## config.mk

```make
export PLATFORM = sky130hd
export DESIGN_NAME = sv32_walker
export DESIGN_NICKNAME = d
export VERILOG_FILES = /design/src/rtl/sv32w_pkg.sv /design/src/rtl/sv32w_pte_class.sv /design/src/rtl/sv32w_addr_gen.sv /design/src/rtl/sv32w_result.sv /design/src/rtl/sv32w_ctrl.sv /design/src/rtl/sv32_walker.sv
export SDC_FILE = /design/constraint.sdc
export NUM_CORES = 1
export LEC_CHECK = 0
export ABC_AREA = 1
export CAP_MARGIN = 15
export CORE_UTILIZATION = 27
export CTS_CLUSTER_SIZE = 8
export DETAILED_ROUTE_END_ITERATION = 10
export GPL_TIMING_DRIVEN = 0
export SETUP_SLACK_MARGIN = 0.05
export SLEW_MARGIN = 5
export SYNTH_ARGS = -nofsm -noshare
export SYNTH_HDL_FRONTEND = slang
export SYNTH_SLANG_ARGS = --single-unit
```

## constraint.sdc

```tcl
create_clock -name clk -period 1.55 [get_ports clk]
set_input_delay 0.3875 -clock clk [delete_from_list [all_inputs] [get_ports clk]]
set_output_delay 0.3875 -clock clk [all_outputs]
set_load 0.05 [all_outputs]
```

## src/rtl/sv32w_pkg.sv

```systemverilog
// Shared widths, bit positions and state types for the Sv32 page-table walker.
// Assumes the fixed Sv32 geometry: 32-bit VA, 34-bit PA, 4-byte entries.
package sv32w_pkg;
    localparam int SV_VA_W      = 32;
    localparam int SV_PA_W      = 34;
    localparam int SV_PTE_W     = 32;
    localparam int SV_VPN_W     = 10;
    localparam int SV_OFF_W     = 12;
    localparam int SV_PRIV_W    = 2;
    localparam int SV_IDX_SHIFT = 2;
    localparam int SV_PPN_W     = SV_PA_W - SV_OFF_W;
    localparam int SV_PPN1_W    = SV_PPN_W - SV_VPN_W;
    localparam int SV_FLAG_W    = SV_PTE_W - SV_PPN_W;

    localparam int SV_BIT_V       = 0;
    localparam int SV_BIT_R       = 1;
    localparam int SV_BIT_X       = 3;
    localparam int SV_SATP_MODE_B = 31;

    localparam logic [SV_PRIV_W-1:0] SV_PRIV_M = 2'b11;

    typedef enum logic [1:0] {
        ST_IDLE,
        ST_RD_L1,
        ST_RD_L0,
        ST_DONE
    } walk_state_e;

    typedef enum logic [1:0] {
        KIND_BYPASS,
        KIND_SUPER,
        KIND_FAULT,
        KIND_PAGE
    } walk_kind_e;
endpackage

```

## src/rtl/sv32w_pte_class.sv

```systemverilog
// Classifies one page-table entry word as valid and/or leaf.
// Assumes the entry is only used while a read response is present.
module sv32w_pte_class
    import sv32w_pkg::*;
#(
    parameter int PTE_W = SV_PTE_W,
    parameter int BIT_V = SV_BIT_V,
    parameter int BIT_R = SV_BIT_R,
    parameter int BIT_X = SV_BIT_X
) (
    input  logic [PTE_W-1:0] pte,
    output logic             is_valid,
    output logic             is_leaf
);
    // decode the flag bits that steer the walk
    always_comb begin
        is_valid = pte[BIT_V];
        is_leaf  = pte[BIT_R] | pte[BIT_X];
    end
endmodule

```

## src/rtl/sv32w_addr_gen.sv

```systemverilog
// Forms the physical address of the page-table entry for the current level.
// Assumes table bases are page aligned and entries are 2**IDX_SHIFT bytes.
module sv32w_addr_gen
    import sv32w_pkg::*;
#(
    parameter int VA_W      = SV_VA_W,
    parameter int PA_W      = SV_PA_W,
    parameter int PTE_W     = SV_PTE_W,
    parameter int VPN_W     = SV_VPN_W,
    parameter int OFF_W     = SV_OFF_W,
    parameter int IDX_SHIFT = SV_IDX_SHIFT
) (
    input  logic [PA_W-OFF_W-1:0] root_ppn,
    input  logic [VA_W-1:0]       vaddr,
    input  logic [PTE_W-1:0]      pte_hi,
    input  logic                  use_l0,
    output logic [PA_W-1:0]       pte_addr
);
    localparam int PPN_W = PA_W - OFF_W;
    localparam int IDX_W = VPN_W + IDX_SHIFT;

    logic [PPN_W-1:0] base;
    logic [VPN_W-1:0] vpn;

    // pick table base and index for the level being read, then merge
    always_comb begin
        if (use_l0) begin
            base = pte_hi[PTE_W-1 -: PPN_W];
            vpn  = vaddr[OFF_W +: VPN_W];
        end else begin
            base = root_ppn;
            vpn  = vaddr[VA_W-1 -: VPN_W];
        end
        pte_addr = {base, {OFF_W{1'b0}}}
                 | {{(PA_W-IDX_W){1'b0}}, vpn, {IDX_SHIFT{1'b0}}};
    end
endmodule

```

## src/rtl/sv32w_result.sv

```systemverilog
// Builds the reported physical address from the captured walk outcome.
// Assumes kind, vaddr and entries are stable while done is high.
module sv32w_result
    import sv32w_pkg::*;
#(
    parameter int VA_W  = SV_VA_W,
    parameter int PA_W  = SV_PA_W,
    parameter int PTE_W = SV_PTE_W,
    parameter int VPN_W = SV_VPN_W,
    parameter int OFF_W = SV_OFF_W
) (
    input  walk_kind_e       kind,
    input  logic [VA_W-1:0]  vaddr,
    input  logic [PTE_W-1:0] pte_hi,
    input  logic [PTE_W-1:0] pte_lo,
    output logic [PA_W-1:0]  paddr
);
    localparam int PPN_W  = PA_W - OFF_W;
    localparam int PPN1_W = PPN_W - VPN_W;
    localparam int SPO_W  = OFF_W + VPN_W;

    // select the address form that matches how the walk ended
    always_comb begin
        unique case (kind)
            KIND_BYPASS: paddr = {{(PA_W-VA_W){1'b0}}, vaddr};
            KIND_SUPER:  paddr = {pte_hi[PTE_W-1 -: PPN1_W], vaddr[SPO_W-1:0]};
            KIND_PAGE:   paddr = {pte_lo[PTE_W-1 -: PPN_W], vaddr[OFF_W-1:0]};
            default:     paddr = '0;
        endcase
    end
endmodule

```

## src/rtl/sv32w_ctrl.sv

```systemverilog
// Walk sequencer: accepts a request in idle, captures it, steps through the
// two table reads and classifies the outcome. Assumes the memory answers
// each held request eventually and that mem_rd_data is valid with its flag.
module sv32w_ctrl
    import sv32w_pkg::*;
#(
    parameter int VA_W   = SV_VA_W,
    parameter int PTE_W  = SV_PTE_W,
    parameter int PPN_W  = SV_PPN_W,
    parameter int PRIV_W = SV_PRIV_W,
    parameter int MODE_B = SV_SATP_MODE_B
) (
    input  logic              clk,
    input  logic              rst_n,
    input  logic              req_valid,
    input  logic [VA_W-1:0]   req_vaddr,
    input  logic [PTE_W-1:0]  req_satp,
    input  logic [PRIV_W-1:0] req_priv,
    input  logic              mem_rd_valid,
    input  logic [PTE_W-1:0]  mem_rd_data,
    input  logic              rsp_valid_bit,
    input  logic              rsp_leaf,
    output logic              req_ready,
    output logic              mem_rd_req,
    output logic              use_l0,
    output logic [VA_W-1:0]   cap_vaddr,
    output logic [PPN_W-1:0]  cap_root,
    output logic [PTE_W-1:0]  pte_hi_q,
    output logic [PTE_W-1:0]  pte_lo_q,
    output walk_kind_e        kind_q,
    output logic              done,
    output logic              fault
);
    walk_state_e state_q, state_d;
    logic        accept;
    logic        bypass;

    assign accept = req_valid && (state_q == ST_IDLE);
    assign bypass = (req_priv == SV_PRIV_M) || !req_satp[MODE_B];

    // next-state selection for the walk
    always_comb begin
        state_d = state_q;
        unique case (state_q)
            ST_IDLE:  if (accept) state_d = bypass ? ST_DONE : ST_RD_L1;
            ST_RD_L1: if (mem_rd_valid)
                          state_d = (!rsp_valid_bit || rsp_leaf) ? ST_DONE : ST_RD_L0;
            ST_RD_L0: if (mem_rd_valid) state_d = ST_DONE;
            default:  state_d = ST_IDLE;
        endcase
    end

    // state register
    always_ff @(posedge clk) begin
        if (!rst_n) state_q <= ST_IDLE;
        else        state_q <= state_d;
    end

    // capture the request fields once, at acceptance
    always_ff @(posedge clk) begin
        if (!rst_n) begin
            cap_vaddr <= '0;
            cap_root  <= '0;
        end else if (accept) begin
            cap_vaddr <= req_vaddr;
            cap_root  <= req_satp[PPN_W-1:0];
        end
    end

    // hold the entries read; clearing at acceptance gives the zero rule
    always_ff @(posedge clk) begin
        if (!rst_n) begin
            pte_hi_q <= '0;
            pte_lo_q <= '0;
        end else if (accept) begin
            pte_hi_q <= '0;
            pte_lo_q <= '0;
        end else if (mem_rd_valid && state_q == ST_RD_L1) begin
            pte_hi_q <= mem_rd_data;
        end else if (mem_rd_valid && state_q == ST_RD_L0) begin
            pte_lo_q <= mem_rd_data;
        end
    end

    // record how the walk ends
    always_ff @(posedge clk) begin
        if (!rst_n) begin
            kind_q <= KIND_BYPASS;
        end else if (accept) begin
            kind_q <= bypass ? KIND_BYPASS : KIND_PAGE;
        end else if (mem_rd_valid && state_q == ST_RD_L1) begin
            if (!rsp_valid_bit) kind_q <= KIND_FAULT;
            else if (rsp_leaf)  kind_q <= KIND_SUPER;
        end
    end

    // decode outputs from state
    always_comb begin
        req_ready  = (state_q == ST_IDLE);
        mem_rd_req = (state_q == ST_RD_L1) || (state_q == ST_RD_L0);
        use_l0     = (state_q == ST_RD_L0);
        done       = (state_q == ST_DONE);
        fault      = done && (kind_q == KIND_FAULT);
    end

    p_ready_idle_r1: assert property (@(posedge clk) disable iff (!rst_n)
        req_ready |-> (!mem_rd_req && !done));

    p_done_pulse_r9: assert property (@(posedge clk) disable iff (!rst_n)
        done |=> !done);

    p_bypass_fast_r5: assert property (@(posedge clk) disable iff (!rst_n)
        (req_ready && req_valid && ((req_priv == SV_PRIV_M) || !req_satp[MODE_B]))
        |=> (done && !mem_rd_req));

    p_leaf_stops_r6: assert property (@(posedge clk) disable iff (!rst_n)
        (mem_rd_req && !use_l0 && mem_rd_valid && (!rsp_valid_bit || rsp_leaf))
        |=> done);
endmodule

```

## src/rtl/sv32_walker.sv

```systemverilog
// Top of the Sv32 page-table walker: joins sequencer, entry classifier,
// entry address former and result former. Assumes a memory that answers
// each held read with one mem_rd_valid cycle.
module sv32_walker
    import sv32w_pkg::*;
#(
    parameter int VA_W   = SV_VA_W,
    parameter int PA_W   = SV_PA_W,
    parameter int PTE_W  = SV_PTE_W,
    parameter int PRIV_W = SV_PRIV_W
) (
    input  logic              clk,
    input  logic              rst_n,
    input  logic              req_valid,
    output logic              req_ready,
    input  logic [VA_W-1:0]   req_vaddr,
    input  logic [PTE_W-1:0]  req_satp,
    input  logic [PRIV_W-1:0] req_priv,
    output logic              mem_rd_req,
    output logic [PA_W-1:0]   mem_rd_addr,
    input  logic              mem_rd_valid,
    input  logic [PTE_W-1:0]  mem_rd_data,
    output logic              done,
    output logic              fault,
    output logic [PA_W-1:0]   paddr,
    output logic [PTE_W-1:0]  pte_l1,
    output logic [PTE_W-1:0]  pte_l0
);
    localparam int PPN_W = PA_W - SV_OFF_W;

    logic             rsp_v, rsp_leaf, use_l0;
    logic [VA_W-1:0]  cap_vaddr;
    logic [PPN_W-1:0] cap_root;
    logic [PTE_W-1:0] pte_hi_q, pte_lo_q;
    walk_kind_e       kind_q;

    sv32w_pte_class #(.PTE_W(PTE_W)) u_class (
        .pte      (mem_rd_data),
        .is_valid (rsp_v),
        .is_leaf  (rsp_leaf)
    );

    sv32w_ctrl #(
        .VA_W(VA_W), .PTE_W(PTE_W), .PPN_W(PPN_W), .PRIV_W(PRIV_W)
    ) u_ctrl (
        .clk           (clk),
        .rst_n         (rst_n),
        .req_valid     (req_valid),
        .req_vaddr     (req_vaddr),
        .req_satp      (req_satp),
        .req_priv      (req_priv),
        .mem_rd_valid  (mem_rd_valid),
        .mem_rd_data   (mem_rd_data),
        .rsp_valid_bit (rsp_v),
        .rsp_leaf      (rsp_leaf),
        .req_ready     (req_ready),
        .mem_rd_req    (mem_rd_req),
        .use_l0        (use_l0),
        .cap_vaddr     (cap_vaddr),
        .cap_root      (cap_root),
        .pte_hi_q      (pte_hi_q),
        .pte_lo_q      (pte_lo_q),
        .kind_q        (kind_q),
        .done          (done),
        .fault         (fault)
    );

    sv32w_addr_gen #(
        .VA_W(VA_W), .PA_W(PA_W), .PTE_W(PTE_W)
    ) u_addr (
        .root_ppn (cap_root),
        .vaddr    (cap_vaddr),
        .pte_hi   (pte_hi_q),
        .use_l0   (use_l0),
        .pte_addr (mem_rd_addr)
    );

    sv32w_result #(
        .VA_W(VA_W), .PA_W(PA_W), .PTE_W(PTE_W)
    ) u_res (
        .kind   (kind_q),
        .vaddr  (cap_vaddr),
        .pte_hi (pte_hi_q),
        .pte_lo (pte_lo_q),
        .paddr  (paddr)
    );

    // report captured entries straight out
    always_comb begin
        pte_l1 = pte_hi_q;
        pte_l0 = pte_lo_q;
    end

    p_hold_read_r4: assert property (@(posedge clk) disable iff (!rst_n)
        (mem_rd_req && !mem_rd_valid) |=> (mem_rd_req && $stable(mem_rd_addr)));

    p_fault_zero_r7: assert property (@(posedge clk) disable iff (!rst_n)
        fault |-> (paddr == '0 && pte_l0 == '0));

    p_fault_with_done_r9: assert property (@(posedge clk) disable iff (!rst_n)
        fault |-> done);

    p_l0_after_l1_r3: assert property (@(posedge clk) disable iff (!rst_n)
        (mem_rd_req && use_l0) |-> (pte_l1[SV_BIT_V] && !pte_l1[SV_BIT_R] && !pte_l1[SV_BIT_X]));
endmodule

```

**Word-level counts from Yosys, hierarchy flattened**

Index checks and enable logic that the tools add are counted.

- Mux-type cells: 14
- Bitwise operators: 4
- Equality and inequality tests: 11
- Reductions and logical operators: 16

Operator list:

| kind | number |
|---|---|
| $pmux 34 s3 | 1 |
| $or 34x12->34 | 1 |
| $mux 22 | 1 |
| $mux 2 | 9 |
| $eq 2x2->1 const B | 5 |
| $mux 10 | 1 |
| $pmux 2 s3 | 1 |
| $eq 2x1->1 const B | 2 |
| $logic_and 1x1->1 | 4 |
| $logic_not 2->1 | 2 |
| $ne 2x2->1 const B | 2 |
| $reduce_and 2->1 | 2 |
| $logic_or 1x1->1 | 3 |
| $ne 3x1->1 const B | 1 |
| $reduce_and 3->1 | 1 |
| $logic_not 1->1 | 2 |
| $ne 2x1->1 const B | 1 |
| $not 1->1 | 2 |
| $reduce_bool 2->1 | 1 |
| $reduce_or 2->1 | 1 |
| $mux 1 | 1 |
| $or 1x1->1 | 1 |

- Register bits: 122
- Logic and storage cells: 51

**Logic depth before layout (Yosys ltp)**

- Depth in word-level cells: 5
- Mapped depth: 8

**Modules after synthesis**

Synthesis repeated with hierarchy kept, for this count alone.

- Cell total of the unflattened synthesis: 800
- Area total of the unflattened synthesis: 5607.9 um^2

Modules (own cells, without submodules):

| module | area each (um^2) | times used | cells an instance |
|---|---|---|---|
| sv32w_ctrl | 4568.1 | 1 | 574 |
| sv32w_addr_gen | 510.5 | 1 | 107 |
| sv32w_result | 510.5 | 1 | 115 |
| sv32w_pte_class | 18.8 | 1 | 4 |

**Worst setup path before layout**

OpenSTA, ideal clock, no wires.

- Path kind: reg-to-output
- Start point: register u_ctrl.state_q[0]
- End point: output port mem_rd_addr[11]
- Data arrival time: 2.126 ns
- Setup slack: -0.964 ns
- Stages on the path, launching flop included: 6
- Data required time: 1.162 ns
- Cell sequence: dfxtp_1 -> inv_1 -> ha_1 -> buf_2 -> buf_2 -> o21ai_0

- Cells in the longest elaborated chain, start to end: 3

Ends and longest elaborated chain:

| element | line | RTL |
|---|---|---|
| from (decl) | sv32w_ctrl.sv:34 | `walk_state_e state_q, state_d;` |
| from (signal assigned) | sv32w_ctrl.sv:56 | `else state_q <= state_d;` |
| $eq 2x2->1 | sv32w_ctrl.sv:101 | `use_l0 = (state_q == ST_RD_L0);` |
| $mux 10 | sv32w_addr_gen.sv:27 | `if (use_l0) begin` |
| $or 34x12->34 | sv32w_addr_gen.sv:35 | `\| {{(PA_W-IDX_W){1'b0}}, vpn, {IDX_SHIFT{1'b0}}};` |
| to (decl) | sv32_walker.sv:20 | `output logic [PA_W-1:0] mem_rd_addr,` |

No other way between the ends.

**Worst setup path in the final report**

- Start point: register u_ctrl.state_q[0]
- End point: output port mem_rd_addr[6]

Same word-level chain as after synthesis.

==> out/qor.json <==
{
  "number_of_h_tree_branching_levels": {"value": 4},
  "grt_max_degree": {"value": 17},
  "yosys_warnings": {"value": 0},
  "fin_total_pwr": {"value": 20300, "unit": "uW"},
  "die_w": {"value": 141, "unit": "um"},
  "drtPass1Iterations": {"value": 5},
  "nature_of_the_critical_path_startpoint": {"value": "register"},
  "cpMaxStageDelayCell": {"value": "dfxtp_4"},
  "hold_path.class": {"value": "register to register"},
  "grtUsageTotal": {"value": 24.2, "unit": "%"},
  "clockRootBuffer": {"value": "clkbuf_16"},
  "post-synth-top-area-cell": {"value": "dfxtp_1"},
  "port_buf_inserts": {"value": 226},
  "cts.hold.buffers_added": {"value": 0},
  "most-common-layout-cells": {"value": "dfxtp_1, clkdlybuf4s50_1, buf_6, nand2_1, inv_1"},
  "synthDistinctLibCells": {"value": 24},
  "area.growth.synth_to_final": {"value": 107, "unit": "%"},
  "grt_pass1_wl": {"value": 35.5, "unit": "mm"},
  "io_pins": {"value": 238},
  "synth.yosys.seq_area_share": {"value": 46.6, "unit": "%"},
  "crit_required": {"value": 1.16, "unit": "ns"},
  "post_synth_inst_count": {"value": 703},
  "timing.final.hold_violations": {"value": 0},
  "gr-total-overflow": {"value": 0},
  "clock_skew": {"value": 0.0131, "unit": "ns"},
  "routedWlPerCell": {"value": 19.4, "unit": "um"},
  "syn_area_per_cell": {"value": 7.45, "unit": "um2"},
  "crit-reg2reg-launch": {"value": "u_ctrl.state_q[0]"},
  "cpMostUsedCell": {"value": "buf_12"},
  "drc": {"value": 0},
  "achievable-frequency": {"value": 489, "unit": "MHz"},
  "muxShareOfSynthArea": {"value": 0, "unit": "%"},
  "cts.sink_count": {"value": 122},
  "wirelength": {"value": 24.8, "unit": "mm"},
  "finalCriticalPeriod": {"value": 2.04, "unit": "ns"},
  "antennaDiodeCount": {"value": 0},
  "finalNonFillerCells": {"value": 1279},
  "outcome": {"value": "finished, violations left"},
  "setup_slack": {"value": -0.494, "unit": "ns"},
  "synth_top_cell_area_share": {"value": 46.6, "unit": "%"},
  "placement.cell_area": {"value": 8490, "unit": "um2"},
  "leakagePower": {"value": 0.00443, "unit": "uW"},
  "place_worst_setup_slack": {"value": -1.03, "unit": "ns"},
  "vias": {"value": 6100},
  "core_area": {"value": 18800, "unit": "um2"},
  "synth_simple_gate_area_share": {"value": 16.9, "unit": "%"},
  "clkSlewWorstSetupHoldPaths": {"value": 0.05, "unit": "ns"},
  "place_congestion": {"value": 0.822},
  "largest_family_of_logic_cells_by_synthesized_area": {"value": "compound AO/OA/AOI/OAI gates"},
  "p_per_area": {"value": 1870, "unit": "nW/um2"},
  "cap_viol_max_count": {"value": 0},
  "multiInputGateArea": {"value": 3640, "unit": "um2"},
  "critPathLaunch": {"value": "u_ctrl.state_q[0]"},
  "final-max-slew-violation-count": {"value": 0},
  "final.period_utilization": {"value": 132, "unit": "%"},
  "fp.dieH": {"value": 141, "unit": "um"},
  "kind_of_end_point_of_the_critical_path": {"value": "output port"},
  "final_nets": {"value": 1116},
  "finalSetupViolCount": {"value": 104},
  "drive_gt1_share": {"value": 47.9, "unit": "%"},
  "post_synth_instance_area": {"value": 5240, "unit": "um2"},
  "layout.cell_area.non_filler": {"value": 10900, "unit": "um2"},
  "storage_element_area": {"value": 2480, "unit": "um2"},
  "fin_tns_setup": {"value": -30.57, "unit": "ns"},
  "rows": {"value": 50},
  "cts_buffers": {"value": 17},
  "power.ir.vdd_worst": {"value": 0.848, "unit": "mV"},
  "synth_fa_ha_area_share": {"value": 1.19, "unit": "%"},
  "crit_buf_inv": {"value": 4},
  "mostFrequentLayoutCell": {"value": "dfxtp_1"},
  "critical_path.top_delay_family": {"value": "buffers and inverters"},
  "critPathKind": {"value": "register to output port"},
  "arrival_time_of_data_at_the_critical_path_endpoint": {"value": 1.66, "unit": "ns"},
  "dp_hpwl": {"value": 16.7, "unit": "mm"},
  "design.die.area": {"value": 20000, "unit": "um2"},
  "grt_setup_unrepaired": {"value": "yes"},
  "fillerInstances": {"value": 1611},
  "synth.ff_latch_count": {"value": 122},
  "synth_compound_area_share": {"value": 24.9, "unit": "%"},
  "starting_density_of_the_core": {"value": 27.8, "unit": "%"},
  "synth.top_cells.by_area": {"value": "dfxtp_1, nand2_1, o21ai_0, a21oi_1, inv_1"},
  "cp_max_fo": {"value": 8},
  "grt_pass1_vias": {"value": 5854},
  "drt-vias-per-instance": {"value": 4.77},
  "synthXorXnorAreaFrac": {"value": 0, "unit": "%"},
  "numPlacedInstances": {"value": 1190},
  "timing.hold.worst.start": {"value": "u_ctrl.pte_lo_q[2]"},
  "initial_antenna_violation_count": {"value": 0},
  "clock_tree_from_tritoncts": {"value": "built"},
  "drt_iter0_markers": {"value": 339},
  "worst_path_largest_cell_delay": {"value": 0.35, "unit": "ns"},
  "cts-root-to-sink-buffers": {"value": 2},
  "violations": {"value": "negative setup slack"},
  "antenna_violating_nets_post_route": {"value": 0},
  "clock_latency_of_the_later_clocked_register_in_the_worst_skew_pair": {"value": 0.42, "unit": "ns"},
  "cell_by_cell_trace_of_the_critical_path": {"value": "inv_4 > ha_4 > buf_12 > buf_12 > nor2_4 > a21oi_4 > buf_6"}
}
==> synth_stat cells <==
library cell and n:
buf_1 2, nand2_2 3, nor2_1 66, dfxtp_1 122, buf_4 4, clkbuf_1 19
buf_2 26, nand3_1 4, a211oi_2 20, and3_1 1, a21oi_1 87, conb_1 1
inv_1 78, nand3_2 1, ha_1 5, o21ai_0 97, o211ai_1 1, a211oi_1 5
inv_2 1, o21ai_1 1, nand4_1 10, nand2_1 139, o22ai_1 1, o221ai_1 9
==> path summary, 6_finish.rpt <==
path	to	slack, ns	cells after the start
max	mem_rd_addr[6]	-0.49	7
min	u_ctrl.pte_lo_q[2]	0.46	2
max reg2reg	u_ctrl.pte_lo_q[16]	-0.12	8
min reg2reg	u_ctrl.pte_lo_q[2]	0.46	2
==> worst reg2reg max path: stages (launching register included) <==
cell and delay [ns]:
dfxtp_4 0.35, buf_4 0.15, ha_4 0.18, nand2_4 0.07
buf_6 0.11, nand3_4 0.17, buf_6 0.20, buf_16 0.13
a211oi_2 0.23
==> what timing repair did <==
item | CTS | global route
pin swaps | 9 | 31
buffers inserted | 30 | 15
gates cloned | 14 | 6
endpoints found under the setup margin | 254 | 183
gates resized for setup | 1030 | 196
==> per-stage QoR <==
stage | utilization, % | hold slack (ns)
after floorplan | - | 0.447
after global placement | 45.1 | 0.448
after detailed placement | 45.1 | 0.452
after CTS | 53.1 | 0.459
after global routing | 57.6 | 0.473
final | 57.6 | 0.460
==> power by group <==
part | internal, uW | leakage, uW | switching [uW] | total (uW)
Combinational | 5110 | 0.00318 | 7520 | 12600
Sequential | 3770 | 0.00101 | 437 | 4200
Clock | 2090 | 0.000247 | 1380 | 3460
Total | 11000 | 0.00443 | 9340 | 20300
==> kinds of logic (layout without fill, tap and decap cells) <==
logic type / count (synthesis) / in the layout
AO/OA/AOI/OAI: 221 / 221
adder cells (fa/ha/maj): 5 / 5
buffers and inverters: 130 / 442
flip-flops: 122 / 122
other: 1 / 2
AND/OR/NAND/NOR: 224 / 227
==> sequential cells by signal (all words and copies together), names as in the netlist <==
signal / flops
u_ctrl.cap_vaddr: 32
u_ctrl.kind_q: 2
u_ctrl.cap_root: 22
u_ctrl.state_q: 2
u_ctrl.pte_lo_q: 32
u_ctrl.pte_hi_q: 32
==> cell type report <==
class	count	share of cell area (%)
multi-input combinational	455	33.5
timing repair buffer	285	27.3
sequential	122	22.8
buffer	49	5.86
clock buffer	25	4.38
tap	260	3.00
inverter	79	2.95
clock inverter	4	0.184
==> routing by layer <==
layer | global-route usage [%] | vias to the layer above | part of all wire, %
li1 | - | 2940 | -
met1 | 31.3 | 2902 | 44
met3 | 4.99 | 44 | 5.3
met4 | 9.95 | 0 | 3.3
met2 | 39.3 | 214 | 47
met5 | 0 | - | 0
(Power assumes the default switching activity.)
